--- config.mk ---
export PLATFORM = sky130hd
export DESIGN_NAME = irq_vector_ctrl
export DESIGN_NICKNAME = d
export VERILOG_FILES = /design/src/rtl/irq_vector_pkg.sv /design/src/rtl/irq_ext_sense.sv /design/src/rtl/irq_flag_latch.sv /design/src/rtl/irq_prio_pick.sv /design/src/rtl/irq_vector_ctrl.sv
export SDC_FILE = /design/constraint.sdc
export NUM_CORES = 1
export LEC_CHECK = 0
export BUFFER_PORTS_ARGS = -buffer_cell sky130_fd_sc_hd__buf_4
export CORE_MARGIN = 10
export CORE_UTILIZATION = 47
export CTS_CLUSTER_DIAMETER = 30
export DETAILED_ROUTE_END_ITERATION = 8
export PLACE_DENSITY = 0.8
export SYNTH_ARGS = -nofsm -noshare
export SYNTH_HDL_FRONTEND = slang
export SYNTH_SLANG_ARGS = --single-unit
--- constraint.sdc ---
create_clock -name clk -period 2.2 [get_ports clk]
set_clock_uncertainty 0.15 [all_clocks]
set_input_delay 0.22 -clock clk [delete_from_list [all_inputs] [get_ports clk]]
set_output_delay 0.22 -clock clk [all_outputs]
set_load 0.005 [all_outputs]
--- src/rtl/irq_vector_pkg.sv ---
package irq_vector_pkg;
  localparam int NSRC    = 8;
  localparam int IDX_W   = $clog2(NSRC);
  localparam int VEC_W   = 8;
  localparam int NEXT    = 4;
  localparam int VEC_BASE = 3;
  localparam int VEC_STEP = 8;

  typedef logic [IDX_W-1:0] src_idx_t;
  typedef logic [VEC_W-1:0] vec_t;

  // polling position of each external pin
  function automatic int ext_slot(input int k);
    case (k)
      0: return 0;
      1: return 2;
      2: return 6;
      default: return 7;
    endcase
  endfunction

  function automatic vec_t vec_of(input src_idx_t idx);
    return vec_t'(VEC_BASE + VEC_STEP * int'(idx));
  endfunction
endpackage

--- src/rtl/irq_ext_sense.sv ---
module irq_ext_sense (
  input  logic clk,
  input  logic rst_n,
  input  logic pin_n,
  input  logic edge_mode,
  input  logic clr,
  output logic req
);
  logic smp_now, smp_prev, edge_flag;

  always_ff @(posedge clk or negedge rst_n) begin
    if (!rst_n) begin
      smp_now   <= 1'b1;
      smp_prev  <= 1'b1;
      edge_flag <= 1'b0;
    end else begin
      smp_now  <= pin_n;
      smp_prev <= smp_now;
      if (!edge_mode)
        edge_flag <= 1'b0;
      else if (smp_prev && !smp_now)
        edge_flag <= 1'b1;
      else if (clr)
        edge_flag <= 1'b0;
    end
  end

  assign req = edge_mode ? edge_flag : ~smp_now;
endmodule

--- src/rtl/irq_flag_latch.sv ---
module irq_flag_latch (
  input  logic clk,
  input  logic rst_n,
  input  logic set,
  input  logic clr,
  output logic flag
);
  always_ff @(posedge clk or negedge rst_n) begin
    if (!rst_n)   flag <= 1'b0;
    else if (set) flag <= 1'b1;
    else if (clr) flag <= 1'b0;
  end
endmodule

--- src/rtl/irq_prio_pick.sv ---
module irq_prio_pick #(
  parameter int N = 8,
  localparam int W = $clog2(N)
) (
  input  logic [N-1:0] pend,
  output logic         any,
  output logic [W-1:0] idx
);
  always_comb begin
    any = |pend;
    idx = '0;
    for (int i = N-1; i >= 0; i--)
      if (pend[i]) idx = W'(i);
  end
endmodule

--- src/rtl/irq_vector_ctrl.sv ---
module irq_vector_ctrl
  import irq_vector_pkg::*;
(
  input  logic            clk,
  input  logic            rst_n,
  input  logic [NEXT-1:0] ext_n,
  input  logic [NEXT-1:0] ext_edge,
  input  logic [1:0]      tmr_ovf,
  input  logic            tmr2_req,
  input  logic            ser_req,
  input  logic [7:0]      ie,
  input  logic [1:0]      ext_en,
  input  logic            ack,
  output logic            irq,
  output logic [VEC_W-1:0] vec
);
  logic [NSRC-1:0] raw, gate, pend, clr_vec;
  logic [NEXT-1:0] ext_req;
  logic [1:0]      tmr_flag;
  logic            any;
  src_idx_t        pick, sel_q;
  logic            irq_q;
  logic            take;

  assign take    = irq_q & ack;
  assign clr_vec = take ? (NSRC'(1) << sel_q) : '0;

  for (genvar k = 0; k < NEXT; k++) begin : g_ext
    irq_ext_sense u_sense (
      .clk       (clk),
      .rst_n     (rst_n),
      .pin_n     (ext_n[k]),
      .edge_mode (ext_edge[k]),
      .clr       (clr_vec[ext_slot(k)]),
      .req       (ext_req[k])
    );
  end

  for (genvar t = 0; t < 2; t++) begin : g_tmr
    irq_flag_latch u_flag (
      .clk   (clk),
      .rst_n (rst_n),
      .set   (tmr_ovf[t]),
      .clr   (clr_vec[2*t+1]),
      .flag  (tmr_flag[t])
    );
  end

  assign raw  = {ext_req[3], ext_req[2], tmr2_req, ser_req,
                 tmr_flag[1], ext_req[1], tmr_flag[0], ext_req[0]};
  assign gate = {ext_en, ie[5:0]} & {NSRC{ie[7]}};
  assign pend = raw & gate;

  irq_prio_pick #(.N(NSRC)) u_pick (
    .pend (pend),
    .any  (any),
    .idx  (pick)
  );

  always_ff @(posedge clk or negedge rst_n) begin
    if (!rst_n) begin
      irq_q <= 1'b0;
      sel_q <= '0;
    end else if (irq_q) begin
      if (ack) irq_q <= 1'b0;
    end else if (any) begin
      irq_q <= 1'b1;
      sel_q <= pick;
    end
  end

  assign irq = irq_q;
  assign vec = irq_q ? vec_of(sel_q) : '0;
endmodule

# == Yosys cells after proc, flatten, opt, wreduce, memory -nomap -nowiden ==
# Cells that the tools add are included.
# totals
regBits,18
input_bits,25
elab_cells,75
output_inout_bits,9
# classes
mux,33
n_shift,1
eq_ne,4
n_addsub,1
reduce_logical,12
bitwise_logic,8
# ops
operator,count
2-to-1 mux 3 bit,8
2-to-1 mux 1 bit,23
bitwise AND 8 bit,2
!= test 3 x 1 -> 1 bit (second input constant),4
2-to-1 mux 8 bit,1
OR reduction 8 bit,1
<< shifter 1 x 3 -> 8 bit (first input constant),1
adder 2 x 6 -> 7 bit (first input constant),1
2-to-1 mux 7 bit,1
NOT 1 bit,5
logical AND 1 bit,4
zero test 1 bit,4
nonzero test 2 bit,2
AND reduction 2 bit,1
bitwise AND 1 bit,1

# == Depth between registers and ports, before layout ==
# logic_depth
ltp_word,11
mapped_depth,6
mapped_depth_nobuf,5

# == Hierarchy ==
# Synthesis repeated with hierarchy kept, for this count alone.
# hier_totals
hier_cells,89
hier_area_um2,963.4
# by_module_without_submodules
module,area_per_inst_um2,instances,cells_per_inst
irq_ext_sense,117.6,4,8
irq_vector_ctrl,339.1,1,38
irq_prio_pick,81.3,1,13
irq_flag_latch,36.3,2,3

# == Worst setup path before layout ==
# No wires, ideal clock.
# synth_path
path_kind,reg2reg
from,reg g_ext[1].u_sense.smp_now
to,reg sel_q[0]
stages_incl_launch_ff,6
arrival_time_ps,1314
period_less_slack_ps,1544
n_path_buf,0
setup_slack_ps,656
cell_sequence,dfstp_2 -> nor2_1 -> o211ai_1 -> and3_1 -> a31o_1 -> mux2i_1
# synth_via
elab_chain_len,6
# synth_rtl
item,line,rtl
start: declaration,irq_ext_sense.sv:9,"logic smp_now, smp_prev, edge_flag;"
start signal: assignment,irq_ext_sense.sv:17,smp_now <= pin_n;
NOT 1 bit (*),irq_ext_sense.sv:28,assign req = edge_mode ? edge_flag : ~smp_now;
2-to-1 mux 1 bit (*),irq_ext_sense.sv:28,
bitwise AND 8 bit (*),irq_vector_ctrl.sv:52,assign pend = raw & gate;
2-to-1 mux 3 bit (3 in series),irq_prio_pick.sv:13,if (pend[i]) idx = W'(i);
end signal: assignment,irq_vector_ctrl.sv:68,sel_q <= pick;
end: declaration,irq_vector_ctrl.sv:21,"src_idx_t pick, sel_q;"
# Mark *: on every way between the ends. The rest lies on a longest branch, timed or not.
# A chain may end at the register's enable or synchronous reset.

# == Worst setup path after layout ==
# Same ends and word-level chain as after synthesis.

==> run_results.csv <==
group,metric,value,unit
run_status,outcome,"finished clean",
route,ant_nets,0,
worst_hold_path,hold_class,"in -> reg",
floorplan,die-area,4060,sq um
clocking,cts_tree,"done",
sta,finalCriticalPeriod,1.69,ns
logic_synthesis,synthesis.area,898,sq um
power,power.share.clock,21.5,%
logic_synthesis,ys_warn_count,0,
setup_path,crit_buf_inv,0,
setup_path,rr_worst_depth,5,
setup_path,reg2reg_setup_slack,0.51,ns
floorplan,io-pin-count,34,
floorplan,core_area,1760,sq um
clocking,cts_made_buffers,3,
finish,antenna_cells,0,
finish,layout_commonest_cell,"buf_4",
global_routing,grt_pass1_wl,3.73,mm
power,comb_power_share,28.9,%
route,via_per_inst,5.10,
logic_synthesis,ys_top_cells_by_area,"dfrtp_1 (28%), dfstp_2 (23%), nand2_1 (5.4%)",
power,p_int,636,uW
finish,fill_cells,150,
power,p_seq_share,49.6,%
route,wl,2.18,mm
finish,synthToLayoutAreaGrowth,36.1,%
power,p_leak,0.000552,uW
setup_path,crit_arrival,1.76,ns
clocking,cts_root_buf,"clkbuf_4",
floorplan,dieWidth,63.7,um
job,maxCapViolations,0,
setup_path,cp.required,2.26,ns
floorplan,num_rows,15,
global_routing,antenna_found_initial,0,
floorplan,start_util,50.9,%
setup_path,endpoint_kind,"flop",
setup_path,cp-endpoint,"sel_q[0]$_DFFE_PN0P_",
logic_synthesis,synth_seq_area_share,51.3,%
logic_synthesis,syn_inst,91,
sta,finalSetupTns,0,ns
setup_path,start_kind,"flop",
sta,min_period_over_period,76.9,%
placed_design,hpwl,1.71,mm
finish,nNetsFinal,153,
route,drc,0,
logic_synthesis,yosysTopAreaCellShare,27.9,%
global_routing,grt_pass1_vias,809,
setup_path,reg2reg_to,"sel_q[0]$_DFFE_PN0P_",
floorplan,fp.dieH,63.7,um
placed_design,place_area,1110,sq um
logic_synthesis,avgSynthCellArea,9.87,sq um
global_routing,grt_max_degree,19,
sta,setup_viol,0,
power,power.density,757,nW/um^2
clocking,clock_latency,0.28,ns
setup_path,critPathLaunch,"g_ext[1].u_sense.smp_now$_DFF_PN1_",
sta,slew_viol_final,0,
sta,rsz0062_at_grt,"false",
clocking,clockBufferDepth,2,
setup_path,critPathMaxFanout,4,
setup_path,criticalPathCategory,"reg -> reg",
logic_synthesis,synth.distinct_cells,30,
power,p_switching,289,uW
setup_path,crit_path_top_delay_cell,"dfstp_2",
placed_design,io_buffers,29,
global_routing,grt_overflow,0,
clocking,h-tree-depth,1,
logic_synthesis,yosysTopAreaCell,"dfrtp_1",
clocking,post_cts_buffers,0,
setup_path,cp_top_family,"flip-flops",
route,drtIter0Drc,22,
setup_path,crit_chain,"nor2_1, o211ai_1, and3_1, a31o_1, mux2i_1",
finish,layout_common_cells,"buf_4 (29), nand2_1 (13), dfrtp_1 (10)",
finish,fin_area,1220,sq um
power,vdd_drop_max,0.592,mV
route,wl_per_cell,14.4,um
clocking,cts_sinks,18,
sta,max_freq,591,MHz
setup_path,worst-path-stages,5,
sta,hold_viol_final,0,
route,num_vias,775,
finish,drive_gt1_share,34.6,%
clocking,cts_resized,0,
route,drt-pass1-iter-count,4,
global_routing,grt.total_usage,11.0,%
power,switching_share,31.2,%
clocking,clkTransAtPathRegs,0.10,ns
setup_path,rr_startpoint,"g_ext[1].u_sense.smp_now$_DFF_PN1_",
setup_path,critPathMaxStageDelay,0.55,ns
logic_synthesis,ys_seq_elements,18,
placed_design,gp_congestion,0.807,
synthesized netlist by cell type:
cell type  count
nand4_1        3
nand2_1       13
nand3_1        3
o211ai_4       1
a21boi_0       4
buf_4          6
and2_1         2
a31o_2         1
conb_1         1
a21o_1         1
and3_1         1
and2_0         1
o211ai_1       1
nand2b_1       6
nand4b_1       1
a21oi_1        4
dfstp_2        8
mux2i_1        1
o22a_2         1
clkbuf_1       1
o41ai_1        2
dfrtp_1       10
a31oi_1        2
inv_1          3
o21ai_0        5
or2_1          1
a31o_1         1
a22oi_1        1
a211o_1        1
nor2_1         5
cells by family (layout without fill, tap and decap cells):
family / Yosys count / after routing / synth area share [%]
DFF: 18 / 18 / 51.3
buffers and inverters: 10 / 44 / 6.68
AOI/OAI and AO/OA: 25 / 25 / 20.6
other: 1 / 3 / 0.417
and+or+nand+nor: 36 / 36 / 19.9
muxes: 1 / 1 / 1.11
state kept, by name, indices dropped and copies added, names as in the netlist:
register / cells
g_ext.u_sense.smp_now: 4
irq: 1
sel_q: 3
g_ext.u_sense.smp_prev: 4
g_ext.u_sense.edge_flag: 4
g_tmr.u_flag.flag: 2
metrics by stage:
stage	hold slack [ns]	power (uW)	setup slack, ns	cells	utilization [%]
after floorplan	-0.226	597	0.656	93	-
after global placement	-0.0528	713	0.554	140	62.7
after detailed placement	-0.0529	720	0.534	140	62.7
after CTS	0.0384	930	0.508	152	69.3
after global routing	0.0252	997	0.370	152	69.3
final	0.0418	925	0.508	152	69.3
metal layers:
metal / GRT usage, % / part of all wire, %
met5: 0 / 0
met3: 4.77 / 10
met1: 12.3 / 40
met2: 18.5 / 49
met4: 3.28 / 0.60
timing repair:
item | CTS | global route
hold buffers | 8 | 0
endpoints found under the setup margin | 0 | 0
endpoints found under the hold margin | 25 | 0
power groups by stage:
stage               Sequential (uW)  Clock (uW)  Combinational, uW
detailed placement              464           0                255
global route                    475         217                306
CTS                             459         203                268
floorplan                       437           0                161
global placement                463           0                250
finish                          459         199                267
how the worst min path moves through the flow:
stage | start | end | slack [ns] | depth (start not counted)
after floorplan | rst_n | g_ext[0].u_sense.edge_flag$_DFFE_PN0P_ | -0.23 | 0
after global placement | rst_n | g_ext[3].u_sense.edge_flag$_DFFE_PN0P_ | -0.05 | 1
after detailed placement | rst_n | g_ext[3].u_sense.edge_flag$_DFFE_PN0P_ | -0.05 | 1
after CTS | ext_edge[0] | g_ext[0].u_sense.edge_flag$_DFFE_PN0P_ | 0.04 | 2
after global routing | ext_edge[0] | g_ext[0].u_sense.edge_flag$_DFFE_PN0P_ | 0.03 | 2
final | ext_edge[0] | g_ext[0].u_sense.edge_flag$_DFFE_PN0P_ | 0.04 | 2
cell type report:
type                       instances  area, sq um  share of cell area, %
tap                               25         31.3                   2.56
inverter                           3         11.3                  0.921
multi-input combinational         65          385                   31.5
clock buffer                       4         36.3                   2.97
timing repair buffer              37          298                   24.4
sequential                        18          460                   37.7
Power figures use the tool's default switching activity.
